`src/rtl/pwm_tb_pkg.sv`:
```
package pwm_tb_pkg;
    typedef enum logic {
        ST_HALT = 1'b0,
        ST_RUN  = 1'b1
    } tb_state_e;

    localparam int NFLAG    = 3;
    localparam int FLG_RLD  = 0;
    localparam int FLG_HALF = 1;
    localparam int FLG_XRLD = 2;
endpackage

```
`src/rtl/pwm_tb_fsm.sv`:
```
module pwm_tb_fsm
    import pwm_tb_pkg::*;
(
    input  logic clk,
    input  logic rst_n,
    input  logic run_en,
    output logic running
);
    tb_state_e state_q, state_d;

    // next-state: START and STOP transitions
    always_comb begin
        state_d = state_q;
        unique case (state_q)
            ST_HALT: if (run_en)  state_d = ST_RUN;
            ST_RUN:  if (!run_en) state_d = ST_HALT;
            default: state_d = ST_HALT;
        endcase
    end

    always_ff @(posedge clk or negedge rst_n) begin
        if (!rst_n) state_q <= ST_HALT;
        else        state_q <= state_d;
    end

    always_comb begin
        running = (state_q == ST_RUN);
    end

    p_stop_r8: assert property (@(posedge clk) disable iff (!rst_n)
        !run_en |=> (state_q == ST_HALT));
    p_start_r8: assert property (@(posedge clk) disable iff (!rst_n)
        run_en |=> (state_q == ST_RUN));
endmodule

```
`src/rtl/pwm_tb_main.sv`:
```
module pwm_tb_main #(
    parameter int CW = 16
) (
    input  logic          clk,
    input  logic          rst_n,
    input  logic          adv,
    input  logic          load,
    input  logic [CW-1:0] start,
    input  logic [CW-1:0] reload,
    output logic [CW-1:0] cnt,
    output logic          wrap,
    output logic          half_hit
);
    logic [CW-1:0] half_pt;

    always_comb begin
        half_pt  = reload >> 1;
        wrap     = adv && (cnt >= reload);
        half_hit = adv && (cnt == half_pt);
    end

    always_ff @(posedge clk or negedge rst_n) begin
        if (!rst_n)     cnt <= '0;
        else if (load)  cnt <= start;
        else if (wrap)  cnt <= start;
        else if (adv)   cnt <= cnt + 1'b1;
    end

    p_wrap_restart_r1: assert property (@(posedge clk) disable iff (!rst_n)
        wrap |=> (cnt == $past(start)));
    p_hold_r8: assert property (@(posedge clk) disable iff (!rst_n)
        (!adv && !load) |=> $stable(cnt));
endmodule

```
`src/rtl/pwm_tb_ext.sv`:
```
module pwm_tb_ext #(
    parameter int XW = 4
) (
    input  logic          clk,
    input  logic          rst_n,
    input  logic          step,
    input  logic          load,
    input  logic [XW-1:0] xstart,
    input  logic [XW-1:0] xreload,
    output logic [XW-1:0] xcnt,
    output logic          xwrap
);
    always_comb begin
        xwrap = step && (xcnt >= xreload);
    end

    always_ff @(posedge clk or negedge rst_n) begin
        if (!rst_n)     xcnt <= '0;
        else if (load)  xcnt <= xstart;
        else if (xwrap) xcnt <= xstart;
        else if (step)  xcnt <= xcnt + 1'b1;
    end

    p_ext_step_r3: assert property (@(posedge clk) disable iff (!rst_n)
        (step && !xwrap && !load) |=> (xcnt == $past(xcnt) + 1'b1));
    p_ext_hold_r3: assert property (@(posedge clk) disable iff (!rst_n)
        (!step && !load) |=> $stable(xcnt));
endmodule

```
`src/rtl/pwm_tb_flags.sv`:
```
module pwm_tb_flags
    import pwm_tb_pkg::*;
(
    input  logic             clk,
    input  logic             rst_n,
    input  logic [NFLAG-1:0] set_v,
    input  logic [NFLAG-1:0] clr_v,
    input  logic [NFLAG-1:0] irq_mask,
    input  logic [NFLAG-1:0] dma_mask,
    output logic [NFLAG-1:0] status,
    output logic             irq_o,
    output logic             dma_o
);
    always_ff @(posedge clk or negedge rst_n) begin
        if (!rst_n) status <= '0;
        else        status <= (status & ~clr_v) | set_v;
    end

    always_comb begin
        irq_o = |(status & irq_mask);
        dma_o = |(status & dma_mask);
    end

    p_set_wins_r5: assert property (@(posedge clk) disable iff (!rst_n)
        (|set_v) |=> ((status & $past(set_v)) == $past(set_v)));
    p_clr_r5: assert property (@(posedge clk) disable iff (!rst_n)
        (|(clr_v & ~set_v)) |=> ((status & $past(clr_v & ~set_v)) == '0));
endmodule

```
`src/rtl/pwm_timebase.sv`:
```
module pwm_timebase
    import pwm_tb_pkg::*;
#(
    parameter int CW = 16,
    parameter int XW = 4
) (
    input  logic          clk,
    input  logic          rst_n,
    input  logic          run_en,
    input  logic          sync_en,
    input  logic          sync_in,
    input  logic          tmr_rst,
    input  logic [CW-1:0] cnt_start,
    input  logic [CW-1:0] cnt_reload,
    input  logic [XW-1:0] xcnt_start,
    input  logic [XW-1:0] xcnt_reload,
    input  logic [2:0]    status_clr,
    input  logic [2:0]    irq_mask,
    input  logic [2:0]    dma_mask,
    output logic [CW-1:0] cnt_o,
    output logic [XW-1:0] xcnt_o,
    output logic [2:0]    status_o,
    output logic          irq_o,
    output logic          dma_o
);
    logic             running;
    logic             sync_q;
    logic             sync_hit;
    logic             adv;
    logic             load;
    logic             wrap;
    logic             half_hit;
    logic             xwrap;
    logic [NFLAG-1:0] set_v;

    always_ff @(posedge clk or negedge rst_n) begin
        if (!rst_n) sync_q <= 1'b0;
        else        sync_q <= sync_in;
    end

    always_comb begin
        sync_hit = running && sync_en && sync_in && !sync_q && !tmr_rst;
        load     = tmr_rst || sync_hit;
        adv      = running && !load;
        set_v              = '0;
        set_v[FLG_RLD]     = wrap || sync_hit;
        set_v[FLG_HALF]    = half_hit;
        set_v[FLG_XRLD]    = xwrap || sync_hit;
    end

    pwm_tb_fsm u_fsm (
        .clk     (clk),
        .rst_n   (rst_n),
        .run_en  (run_en),
        .running (running)
    );

    pwm_tb_main #(.CW(CW)) u_main (
        .clk      (clk),
        .rst_n    (rst_n),
        .adv      (adv),
        .load     (load),
        .start    (cnt_start),
        .reload   (cnt_reload),
        .cnt      (cnt_o),
        .wrap     (wrap),
        .half_hit (half_hit)
    );

    pwm_tb_ext #(.XW(XW)) u_ext (
        .clk     (clk),
        .rst_n   (rst_n),
        .step    (wrap),
        .load    (load),
        .xstart  (xcnt_start),
        .xreload (xcnt_reload),
        .xcnt    (xcnt_o),
        .xwrap   (xwrap)
    );

    pwm_tb_flags u_flags (
        .clk      (clk),
        .rst_n    (rst_n),
        .set_v    (set_v),
        .clr_v    (status_clr),
        .irq_mask (irq_mask),
        .dma_mask (dma_mask),
        .status   (status_o),
        .irq_o    (irq_o),
        .dma_o    (dma_o)
    );

    p_sync_reload_r4: assert property (@(posedge clk) disable iff (!rst_n)
        sync_hit |=> ((cnt_o == $past(cnt_start)) && (xcnt_o == $past(xcnt_start))
                      && status_o[FLG_RLD] && status_o[FLG_XRLD]));
    p_timer_reset_r10: assert property (@(posedge clk) disable iff (!rst_n)
        tmr_rst |=> ((cnt_o == $past(cnt_start)) && (xcnt_o == $past(xcnt_start))));
    p_halt_no_flag_r8: assert property (@(posedge clk) disable iff (!rst_n)
        (!running && !(|status_clr)) |=> $stable(status_o));
endmodule

```
`config.mk`:
```
export PLATFORM = sky130hd
export DESIGN_NAME = pwm_timebase
export DESIGN_NICKNAME = d
export VERILOG_FILES = /design/src/rtl/pwm_tb_pkg.sv /design/src/rtl/pwm_tb_fsm.sv /design/src/rtl/pwm_tb_main.sv /design/src/rtl/pwm_tb_ext.sv /design/src/rtl/pwm_tb_flags.sv /design/src/rtl/pwm_timebase.sv
export SDC_FILE = /design/constraint.sdc
export NUM_CORES = 1
export LEC_CHECK = 0
export CAP_MARGIN = 20
export CORE_MARGIN = 2
export CORE_UTILIZATION = 30
export DETAILED_ROUTE_END_ITERATION = 16
export GPL_TIMING_DRIVEN = 0
export HOLD_SLACK_MARGIN = 0.03
export PLACE_DENSITY = 0.64
export SETUP_SLACK_MARGIN = 0.1
export SLEW_MARGIN = 20
export SYNTH_ARGS = -nofsm -noshare
export SYNTH_HDL_FRONTEND = slang
export SYNTH_HIERARCHICAL = 1
export SYNTH_SLANG_ARGS = --single-unit
export TNS_END_PERCENT = 1
```
`constraint.sdc`:
```
create_clock -name clk -period 3.3 [get_ports clk]
set_clock_uncertainty 0.15 [all_clocks]
set_input_delay 0.66 -clock clk [delete_from_list [all_inputs] [get_ports clk]]
set_output_delay 0.66 -clock clk [all_outputs]
set_load 0.03 [all_outputs]
```
==> summary.md, run 1 <==
| Metric | Value |
|---|---|
| Share of the synthesized area in the top cell type | `0.269` |
| Mux cell area share after synthesis | `0.0446` |
| Clk slew on worst S/H paths | `approximately 0.090 ns` |
| Min Clock Period, post-route | `between 3 and 4 ns` |
| CTS root buffer | `clkbuf_8` |
| Num ports | `80` |
| Worst slew margin | `0.555` |
| R2R Setup Slk | `~0.4 ns` |
| Die ar. | `roughly 8500 um^2` |
| Crit start category | `input pin` |
| Vias in the first global route | `approximately 2200` |
| H-tree depth | `1` |
| Syn nets | `~350` |
| First-pass DRT Iterations | `4` |
| Sequential share of the synthesized area | `0.269` |
| Reg-to-Reg Start | `u_main/cnt[0]$_DFFE_PN0P_` |
| CP arrival | `slightly above 3 ns` |
| P&R area growth vs syn | `48.0%` |
| Seq pwr share | `0.326` |
| Xor and xnor area share after synthesis | `0.0602` |
| Largest area contributor in the netlist | `dfrtp_1` |
| Peak supply drop | `0.158 mV` |
| WL final | `approximately 6700 um` |
| FF+latch count, synth | `25` |
| WL/cell | `around 15 um` |
| Mapped Area | `approximately 2300 um^2` |
| Crit-path max FO | `10` |
| Fmax | `320 MHz` |
| Most frequent cells in the layout | `clkdlybuf4s50_1 (75), inv_1 (34), dfrtp_1 (25)` |
| Die Y | `92.1 um` |
| Setup violations, final | `0` |
| Final setup TNS | `0 ns` |
| Die Span X | `roughly 92 um` |
| Core area | `roughly 7600 um^2` |
| Clock latency on the worst-skew pair | `0.27 ns` |
| Nets | `432` |
| Largest net degree at the start of global routing | `26` |
| Pint | `approximately 0.8 mW` |
| Complex-gate fraction of the synthesized area | `0.237` |
| Worst R2R End | `u_ext/xcnt[3]$_DFFE_PN0P_` |
| Starting density of the core | `0.306` |
| Simple-gate share of the synthesized area | `0.197` |
| CTS sink count | `25` |
| EDFF count, synth | `0` |
| Synth Area per Inst | `8.65 um^2` |
| Hold Crit Class | `in2async` |
| GP Congestion | `approximately 0.81` |
| Post-Synth Adder-Cell Area | `0.118` |
| IO buf count | `79` |
| Vias per cell | `approximately 4.9` |
| CP Class | `in2reg` |
| Antenna diode count | `0` |
| Detailed-route DRC error count | `0` |
| CTS tree | `built` |
| Clock share of power | `0.134` |
| Fillers | `756` |
| Worst reg2reg path depth | `12` |
| Leading post-synthesis cells by cell area | `dfrtp_1 (27%), ha_1 (12%), inv_1 (5.6%)` |
| Combinational family with the most area after synthesis | `compound AO/OA/AOI/OAI gates` |
| Layout cells sized above 1 | `0.136` |
| Initial DRC Count | `just under 100` |
| WP data required | `approximately 3.3 ns` |
| Max-slew violations | `0` |
| First-pass GRT wire length | `10800 um` |
| Async SR Flop Fraction | `1.00` |
| Combinational Power Share | `0.541` |
| Setup crit end kind | `register` |
| Post-DP HPWL | `between 5000 and 6000 um` |
| Via count | `roughly 2200` |
| P_leak | `roughly 1.5 nW` |
| All-Layer GR Usage | `0.156` |
| Most common cell after layout, fill and taps aside | `clkdlybuf4s50_1` |
| Max Root-Sink Buffers | `2` |
| Ys Warns | `6` |
| Worst-Margin Slew | `approximately 0.67 ns` |
| Leading register cell type out of synthesis | `dfrtp_1` |
| Final ANT Viol Nets | `0` |
| Net Sw Frac | `0.417` |
| GR Overflow Total | `0` |
| P per Cell Area | `between 300 and 400 nW/um^2` |
| Antenna violations before repair | `0` |
| TritonCTS Buffers | `3` |
| Syn Inst Count | `269` |
| Switching power | `around 0.57 mW` |
| RSZ-0062 raised after global routing | `false` |
| Max-cap violations | `0` |
| Post-route clock period utilization | `0.946` |
| Library cells used by synthesis | `57` |
| Outcome | `complete, no violations` |
| Standard-cell rows | `32` |
| Hold Vio Cnt, Final | `0` |
| Tot Pwr | `between 1 and 1.5 mW` |
==> synthesized netlist by cell type, types with 2 or more instances <==
| cell | instances |
|---|---|
| mux2i_1 | 7 |
| o211ai_1 | 7 |
| xor2_1 | 6 |
| nor3_1 | 6 |
| dfrtp_1 | 25 |
| mux2_2 | 3 |
| a222oi_1 | 2 |
| nor2b_1 | 3 |
| clkbuf_1 | 5 |
| and3_1 | 7 |
| a21o_1 | 4 |
| ha_1 | 22 |
| nand2_1 | 21 |
| a211o_1 | 2 |
| o2111ai_1 | 2 |
| or2_2 | 2 |
| a2111oi_4 | 2 |
| a211oi_2 | 2 |
| nor2_1 | 13 |
| nand2b_1 | 2 |
| nand4_1 | 3 |
| o21a_1 | 4 |
| and2_1 | 2 |
| nor3_2 | 2 |
| o21bai_1 | 4 |
| xnor2_1 | 10 |
| and4_1 | 2 |
| a22oi_1 | 7 |
| a21oi_1 | 10 |
| nand3_1 | 12 |
| o21ai_0 | 10 |
| inv_1 | 35 |
==> worst max-delay path by stage <==
stage	cells after the start	to	from	slack, ns
final	12	u_ext/xcnt[3]$_DFFE_PN0P_	cnt_reload[12]	0.18
after global routing	13	u_ext/xcnt[3]$_DFFE_PN0P_	cnt_reload[13]	0.09
after CTS	13	u_ext/xcnt[3]$_DFFE_PN0P_	cnt_reload[14]	0.10
after detailed placement	13	u_ext/xcnt[3]$_DFFE_PN0P_	cnt_reload[14]	-0.80
after global placement	13	u_ext/xcnt[3]$_DFFE_PN0P_	cnt_reload[14]	-0.80
after floorplan	12	u_ext/xcnt[3]$_DFFE_PN0P_	cnt_reload[14]	0.13
==> critical path: stages <==
cell	delay (ns)
clkdlybuf4s50_1	0.52
inv_1	0.06
ha_1	0.32
and4_4	0.20
a221oi_4	0.31
o21ai_4	0.11
and2_4	0.18
clkbuf_8	0.15
nor2b_1	0.12
mux2_2	0.25
o211ai_1	0.10
o211ai_1	0.12
==> area by class of cell <==
class | count | area, um^2 | area share
Buffer | 8 | 52.6 | 0.0153
Timing Repair Buffer | 81 | 808 | 0.235
Clock buffer | 4 | 45.0 | 0.0131
Tap cell | 102 | 128 | 0.0371
Sequential cell | 25 | 626 | 0.182
Multi-Input combinational cell | 201 | 1650 | 0.480
Inverter | 35 | 131 | 0.0381
==> metrics by stage <==
step	cell area, um^2	utilization	worst slack (ns)	cells	hold slack, ns
6_report	3440	0.453	0.178	456	0.236
5_1_grt	3440	0.453	0.0933	456	0.280
4_1_cts	3370	0.443	0.101	455	0.256
3_5_place_dp	3240	0.426	-0.796	450	0.393
3_3_place_gp	3250	0.427	-0.802	450	0.384
2_1_floorplan	2330	-	0.133	269	0.214
==> metal layers <==
metal / vias up / share of wire / track usage
li1: 1138 / - / -
met1: 1062 / 0.46 / 0.214
met2: 45 / 0.49 / 0.263
met3: 2 / 0.043 / 0.0337
met4: 0 / 0.0023 / 0.0149
met5: - / 0 / 0
==> sequential cells by signal, indices dropped and copies added (netlist names) <==
name,flops
u_flags/status,3
sync_q,1
u_fsm/running,1
u_main/cnt,16
u_ext/xcnt,4
==> logic make-up after synthesis <==
group,count (synthesis)
compound gates,68
fa+ha+maj,22
xor+xnor,16
simple gates,85
buf+inv,43
mux,10
flops,25
==> timing repair <==
action / CTS / global route
hold buffers: 0 / 0
setup endpoints to repair: 6 / 5
gates resized for setup: 13 / 16
buffers inserted: 1 / 1
hold endpoints to repair: 0 / 0
pin swaps: 3 / 5
==> power groups by stage <==
stage / Combinational [mW] / Clock, mW / Sequential [mW]
after floorplan: 0.334 / 0 / 0.517
after global routing: 0.808 / 0.205 / 0.459
final: 0.742 / 0.184 / 0.447
after global placement: 0.663 / 0 / 0.449
after CTS: 0.710 / 0.194 / 0.447
after detailed placement: 0.671 / 0 / 0.451
No activity file was read; power rests on OpenSTA's default activity.
==> run 2, diff against run 1 <==
--- a/config.mk
+++ b/config.mk
@@ -11,7 +11,6 @@
 export DETAILED_ROUTE_END_ITERATION = 16
 export GPL_TIMING_DRIVEN = 0
 export HOLD_SLACK_MARGIN = 0.03
-export PLACE_DENSITY = 0.64
 export SETUP_SLACK_MARGIN = 0.1
 export SLEW_MARGIN = 20
 export SYNTH_ARGS = -nofsm -noshare
==> summary.md, run 2 (synthesis results as in run 1) <==
| Metric | Value |
|---|---|
| Clock latency on the worst-skew pair | `0.27 ns (about the same)` |
| First-pass GRT wire length | `11000 um (+1.8%)` |
| Largest net degree at the start of global routing | `26 (unchanged)` |
| Most common cell after layout, fill and taps aside | `clkdlybuf4s50_1` |
| Setup violations, final | `0 (unchanged)` |
| Crit-path max FO | `10 (unchanged)` |
| IO buf count | `79 (unchanged)` |
| GP Congestion | `0.833 (+2.5%)` |
| Hold Vio Cnt, Final | `0 (unchanged)` |
| R2R Setup Slk | `0.45 ns (+0.05 ns)` |
| Max-cap violations | `0 (unchanged)` |
| P per Cell Area | `401 nW/um^2 (+0.51%)` |
| Detailed-route DRC error count | `0 (unchanged)` |
| Setup crit end kind | `register` |
| Hold Crit Class | `in2async` |
| Cell Area, Placed | `3240 um^2 (unchanged)` |
| Min Clock Period, post-route | `3.11 ns (-0.00762 ns)` |
| WP data required | `3.30 ns (about the same)` |
| Max-slew violations | `0 (unchanged)` |
| Largest Register | `u_main/cnt` |
| Outcome | `complete, no violations` |
| Max Root-Sink Buffers | `2 (unchanged)` |
| Standard-cell rows | `32 (unchanged)` |
| WL final | `6830 um (+2.5%)` |
| Final ANT Viol Nets | `0 (unchanged)` |
| CP Class | `in2reg` |
| Clk slew on worst S/H paths | `0.09 ns (about the same)` |
| Die ar. | `8480 um^2 (unchanged)` |
| Post-DP HPWL | `5310 um (+1.5%)` |
| Antenna diode count | `0 (unchanged)` |
| P&R area growth vs syn | `47.5%` |
| Reg-to-Reg Start | `u_main/cnt[0]$_DFFE_PN0P_` |
| Initial DRC Count | `97 (-2.0%)` |
| Biggest regs | `u_main/cnt (16), u_ext/xcnt (4), u_flags/status (3)` |
| Post-route clock period utilization | `0.944 (-0.00231)` |
| RSZ-0062 raised after global routing | `true` |
| Antenna violations before repair | `0 (unchanged)` |
| P_leak | `1.50 nW (+0.19%)` |
| WL/cell | `14.7 um (+0.91%)` |
| Largest register FFs | `16 (unchanged)` |
| Tot Pwr | `1.37 mW (+0.14%)` |
| Vias per cell | `5.01 (+1.6%)` |
| Worst reg2reg path depth | `12 (unchanged)` |
| Die Y | `92.1 um (unchanged)` |
| All-Layer GR Usage | `0.161 (+0.00475)` |
| Core area | `7610 um^2 (unchanged)` |
| Most frequent cells in the layout | `clkdlybuf4s50_1 (78), inv_1 (34), dfrtp_1 (25)` |
| Nets | `439 (+1.6%)` |
| CTS tree | `built` |
| Worst R2R End | `u_ext/xcnt[3]$_DFFE_PN0P_` |
| Crit start category | `input pin` |
| Hold-fix buffers, CTS | `0 (unchanged)` |
| CTS root buffer | `clkbuf_8` |
| Die Span X | `92.1 um (unchanged)` |
| First-pass DRT Iterations | `4 (unchanged)` |
| TritonCTS Buffers | `3 (unchanged)` |
| Fmax | `321 MHz (+0.24%)` |
| GR Overflow Total | `0 (unchanged)` |
| Num ports | `80 (unchanged)` |
| Starting density of the core | `0.306 (unchanged)` |
| Worst slew margin | `0.519 (-0.0359)` |
| Vias in the first global route | `2264 (+3.7%)` |
| Layout cells sized above 1 | `0.127 (-0.00817)` |
| Via count | `2319 (+3.2%)` |
| CP arrival | `3.12 ns (about the same)` |
| Final Cell Area | `3430 um^2 (-0.36%)` |
| Worst-Margin Slew | `0.719 ns (+0.0536 ns)` |
| Peak supply drop | `0.191 mV (+21%)` |
| CTS sink count | `25 (unchanged)` |
| H-tree depth | `1 (unchanged)` |
-- run 2: changes by cell type in the layout (fill, tap and decap cells not counted), moves of 2 or more --
cell and change:
a21oi_1 +2, a21oi_2 -2, buf_4 +6, buf_6 +2
clkdlybuf4s50_1 +3, dlymetal6s2s_1 -3, ha_1 +3, ha_4 -3
-- run 2: worst max path at each step --
stage / from / to / slack [ns] / cells after the start
after floorplan: cnt_reload[14] / u_ext/xcnt[3]$_DFFE_PN0P_ / 0.13 / 12
after global placement: cnt_reload[14] / u_ext/xcnt[3]$_DFFE_PN0P_ / -0.83 / 13
after detailed placement: cnt_reload[14] / u_ext/xcnt[3]$_DFFE_PN0P_ / -0.83 / 13
after CTS: cnt_reload[0] / u_ext/xcnt[3]$_DFFE_PN0P_ / 0.1 / 12
after global routing: cnt_reload[7] / u_ext/xcnt[0]$_DFFE_PN0P_ / 0.09 / 12
final: cnt_reload[10] / u_ext/xcnt[3]$_DFFE_PN0P_ / 0.19 / 13
-- run 2: report_power, final --
group | switching [mW] | leakage, nW | internal [mW]
Combinational | 0.382 | 1.19 | 0.362
Clock | 0.100 | 0.0228 | 0.0865
Sequential | 0.0905 | 0.297 | 0.354
-- run 2: per-layer routing --
layer,track usage,wire length [um],vias up
li1,-,-,1151
met1,0.208,3200,1106
met2,0.272,3170,51
met3,0.0345,294,11
met4,0.0423,159,0
met5,0,0,-
-- run 2: cell type report --
cell class,instances,area [um^2]
clock buffers,4,45.0
inverters,35,131
fillers,756,4180
well taps,102,128
plain buffers,8,53.8
repair buffers,88,853
flip-flops and latches,25,626
multi-input cells,201,1600
-- run 2: timing repair --
action / 4_1_cts / 5_1_grt
endpoints found under the setup margin: 6 / 6
gates resized for setup: 10 / 8
pin swaps: 3 / 4
setup buffers: 3 / 6
endpoints found under the hold margin: 0 / 0
-- run 2: critical path, stage by stage --
cell and delay (ns):
clkdlybuf4s50_1 0.52, inv_1 0.06, ha_1 0.29, nand2_1 0.13
o21ai_1 0.13, a221oi_4 0.33, o21ai_4 0.12, and2_4 0.18
buf_6 0.13, nor2b_1 0.12, mux2_2 0.26, o211ai_1 0.09
o211ai_1 0.11
-- run 2: stage by stage --
step	cells	setup TNS (ns)	setup WS, ns	utilization	hold slack (ns)
6_report	463	0	0.185	0.451	0.232
3_5_place_dp	450	-4.66	-0.833	0.426	0.391
2_1_floorplan	269	0	0.133	-	0.214
4_1_cts	457	0	0.0990	0.443	0.254
3_3_place_gp	450	-4.25	-0.830	0.427	0.385
5_1_grt	463	0	0.0871	0.451	0.281
==> run 3, diff against run 2 <==
--- a/config.mk
+++ b/config.mk
@@ -11,7 +11,7 @@
 export DETAILED_ROUTE_END_ITERATION = 16
 export GPL_TIMING_DRIVEN = 0
 export HOLD_SLACK_MARGIN = 0.03
-export SETUP_SLACK_MARGIN = 0.1
+export SETUP_SLACK_MARGIN = 0.15
 export SLEW_MARGIN = 20
 export SYNTH_ARGS = -nofsm -noshare
 export SYNTH_HDL_FRONTEND = slang
==> summary.md, run 3 (synthesis results as in run 1) <==
| Metric | Value |
|---|---|
| Peak supply drop | `0.157 mV (-18%)` |
| R2R Setup Slk | `0.50 ns (+0.05 ns)` |
| Max-cap violations | `0 (unchanged)` |
| WP data required | `3.31 ns (about the same)` |
| First-pass DRT Iterations | `4 (unchanged)` |
| Post-DP HPWL | `5220 um (-1.7%)` |
| Buf+Inv Stages, Crit Path | `4 (+1)` |
| Cell family with most CP delay | `buffers and inverters` |
| Crit-path max FO | `10 (unchanged)` |
| Vias in the first global route | `2165 (-4.4%)` |
| Antenna diode count | `0 (unchanged)` |
| Via count | `2275 (-1.9%)` |
| Die ar. | `8480 um^2 (unchanged)` |
| Worst reg2reg path depth | `12 (unchanged)` |
| TritonCTS Buffers | `3 (unchanged)` |
| Biggest regs | `u_main/cnt (16), u_ext/xcnt (4), u_flags/status (3)` |
| Net Sw Frac | `0.420 (+0.00341)` |
| Hold Vio Cnt, Final | `0 (unchanged)` |
| Seq pwr share | `0.318 (-0.005)` |
| CP peak stage delay | `0.51 ns (about the same)` |
| Most common cell after layout, fill and taps aside | `clkdlybuf4s50_1` |
| Vias per cell | `4.97 (-0.83%)` |
| Max-slew violations | `0 (unchanged)` |
| Tot Pwr | `1.39 mW (+0.96%)` |
| Layout cells sized above 1 | `0.138 (+0.0102)` |
| CTS tree | `built` |
| WL final | `6710 um (-1.7%)` |
| Worst path cell trace | `clkdlybuf4s50_1 > inv_2 > ha_4 > a21oi_2 > nand2_1 > a221oi_2 > buf_4 > o21ai_4 > and2_4 > clkbuf_8 > nor2b_1 > mux2_2 > o211ai_1 > o211ai_1` |
| Final setup TNS | `0 ns (unchanged)` |
| CP most frequent cell | `o211ai_1` |
| Num ports | `80 (unchanged)` |
| Crit start category | `input pin` |
| DP Worst Slack | `-0.696 ns (+0.137 ns)` |
| CTS sink count | `25 (unchanged)` |
| CP Capture Point | `u_ext/xcnt[3]$_DFFE_PN0P_` |
| H-tree depth | `1 (unchanged)` |
| Die Y | `92.1 um (unchanged)` |
| Fmax | `327 MHz (+1.8%)` |
| Min Clock Period, post-route | `3.06 ns (-0.0564 ns)` |
| Worst R2R End | `u_ext/xcnt[3]$_DFFE_PN0P_` |
| Detailed-route DRC error count | `0 (unchanged)` |
| Worst-Margin Slew | `0.721 ns (+0.00241 ns)` |
| Largest Register | `u_main/cnt` |
| Combinational Power Share | `0.539 (-0.002)` |
| GR Overflow Total | `0 (unchanged)` |
| Clock latency on the worst-skew pair | `0.28 ns (about the same)` |
| Initial DRC Count | `127 (+31%)` |
| Post-route clock period utilization | `0.927 (-0.0171)` |
| Standard-cell rows | `32 (unchanged)` |
| Worst slew margin | `0.517 (-0.00161)` |
| Clock share of power | `0.142 (+0.006)` |
| Start point of the critical path | `cnt_reload[14]` |
| Worst setup margin | `0.242 ns (+0.0564 ns)` |
| GP Congestion | `0.783 (-6.0%)` |
| P per Cell Area | `402 nW/um^2 (+0.34%)` |
| Die Span X | `92.1 um (unchanged)` |
| Reg-to-Reg Start | `u_main/cnt[0]$_DFFE_PN0P_` |
| Hold Crit Class | `in2async` |
| Final ANT Viol Nets | `0 (unchanged)` |
| RSZ-0062 raised after global routing | `true` |
| CTS root buffer | `clkbuf_8` |
| Largest register FFs | `16 (unchanged)` |
| CP arrival | `3.07 ns (-0.05 ns)` |
| Nets | `434 (-1.1%)` |
| Starting density of the core | `0.306 (unchanged)` |
| First-pass GRT wire length | `10700 um (-2.6%)` |
| Core area | `7610 um^2 (unchanged)` |
| Setup crit end kind | `register` |
| Largest net degree at the start of global routing | `26 (unchanged)` |
| Outcome | `complete, no violations` |
| Crit path depth | `14 (+1)` |
| Switching power | `0.583 mW (+1.8%)` |
| Worst path slowest cell | `clkdlybuf4s50_1` |
| IO buf count | `79 (unchanged)` |
| Max Root-Sink Buffers | `2 (unchanged)` |
| P_leak | `1.50 nW (-0.17%)` |
| P&R area growth vs syn | `48.4%` |
| WL/cell | `14.6 um (-0.67%)` |
| Pint | `0.805 mW (+0.37%)` |
| Antenna violations before repair | `0 (unchanged)` |
| Setup violations, final | `0 (unchanged)` |
| Most frequent cells in the layout | `clkdlybuf4s50_1 (74), inv_1 (32), dfrtp_1 (25)` |
| CP Class | `in2reg` |
| All-Layer GR Usage | `0.156 (-0.00530)` |
| Clk slew on worst S/H paths | `0.10 ns (about the same)` |
[run 3: cell types whose count changed in the layout (fill, tap and decap cells not counted), moves of 2 or more]
cell             change
buf_4                -4
buf_6                -2
clkdlybuf4s50_1      -4
dlymetal6s2s_1       +3
ha_1                 -4
ha_4                 +4
inv_1                -2
inv_2                +2
[run 3: how the worst min path moves through the flow]
| stage | to | cells past startpoint |
|---|---|---|
| floorplan | sync_q$_DFF_PN0_ | 0 |
| global placement | u_flags/status[1]$_DFF_PN0_ | 1 |
| detailed placement | u_flags/status[1]$_DFF_PN0_ | 1 |
| CTS | u_main/cnt[10]$_DFFE_PN0P_ | 1 |
| global route | u_main/cnt[10]$_DFFE_PN0P_ | 1 |
| finish | u_main/cnt[7]$_DFFE_PN0P_ | 1 |
[run 3: layout make-up]
type,count,area (um^2)
Buffer,8,52.6
Clock buffer,4,45.0
Fill cell,761,4150
Inverter,35,131
Multi-Input combinational cell,201,1650
Sequential cell,25,626
Tap cell,102,128
Timing Repair Buffer,83,822
[run 3: power groups by stage]
stage	sequential (mW)	combinational [mW]	clock, mW
4_1_cts	0.439	0.719	0.202
5_1_grt	0.454	0.808	0.216
6_report	0.442	0.749	0.197
3_5_place_dp	0.445	0.685	0
3_3_place_gp	0.444	0.673	0
2_1_floorplan	0.517	0.337	0
[run 3: metrics by stage]
stage          std cells  utilization  hold WS [ns]  cell area [um^2]
2_1_floorplan        269            -         0.214              2330
3_3_place_gp         450        0.427         0.385              3250
3_5_place_dp         450        0.427         0.385              3250
4_1_cts              457        0.441         0.262              3360
5_1_grt              458        0.454         0.293              3450
6_report             458        0.454         0.238              3450
[run 3: metal layers]
metal	vias up	track usage	wire [um]
li1	1144	-	-
met1	1084	0.219	3190
met4	0	0.0187	26
met2	45	0.257	3250
met5	-	0	0
met3	2	0.0288	240
[run 3: repair_timing]
action,4_1_cts,5_1_grt
resized for setup,12,15
setup endpoints to repair,5,8
hold buffers,0,0
pin swaps,4,4
setup buffers,3,1
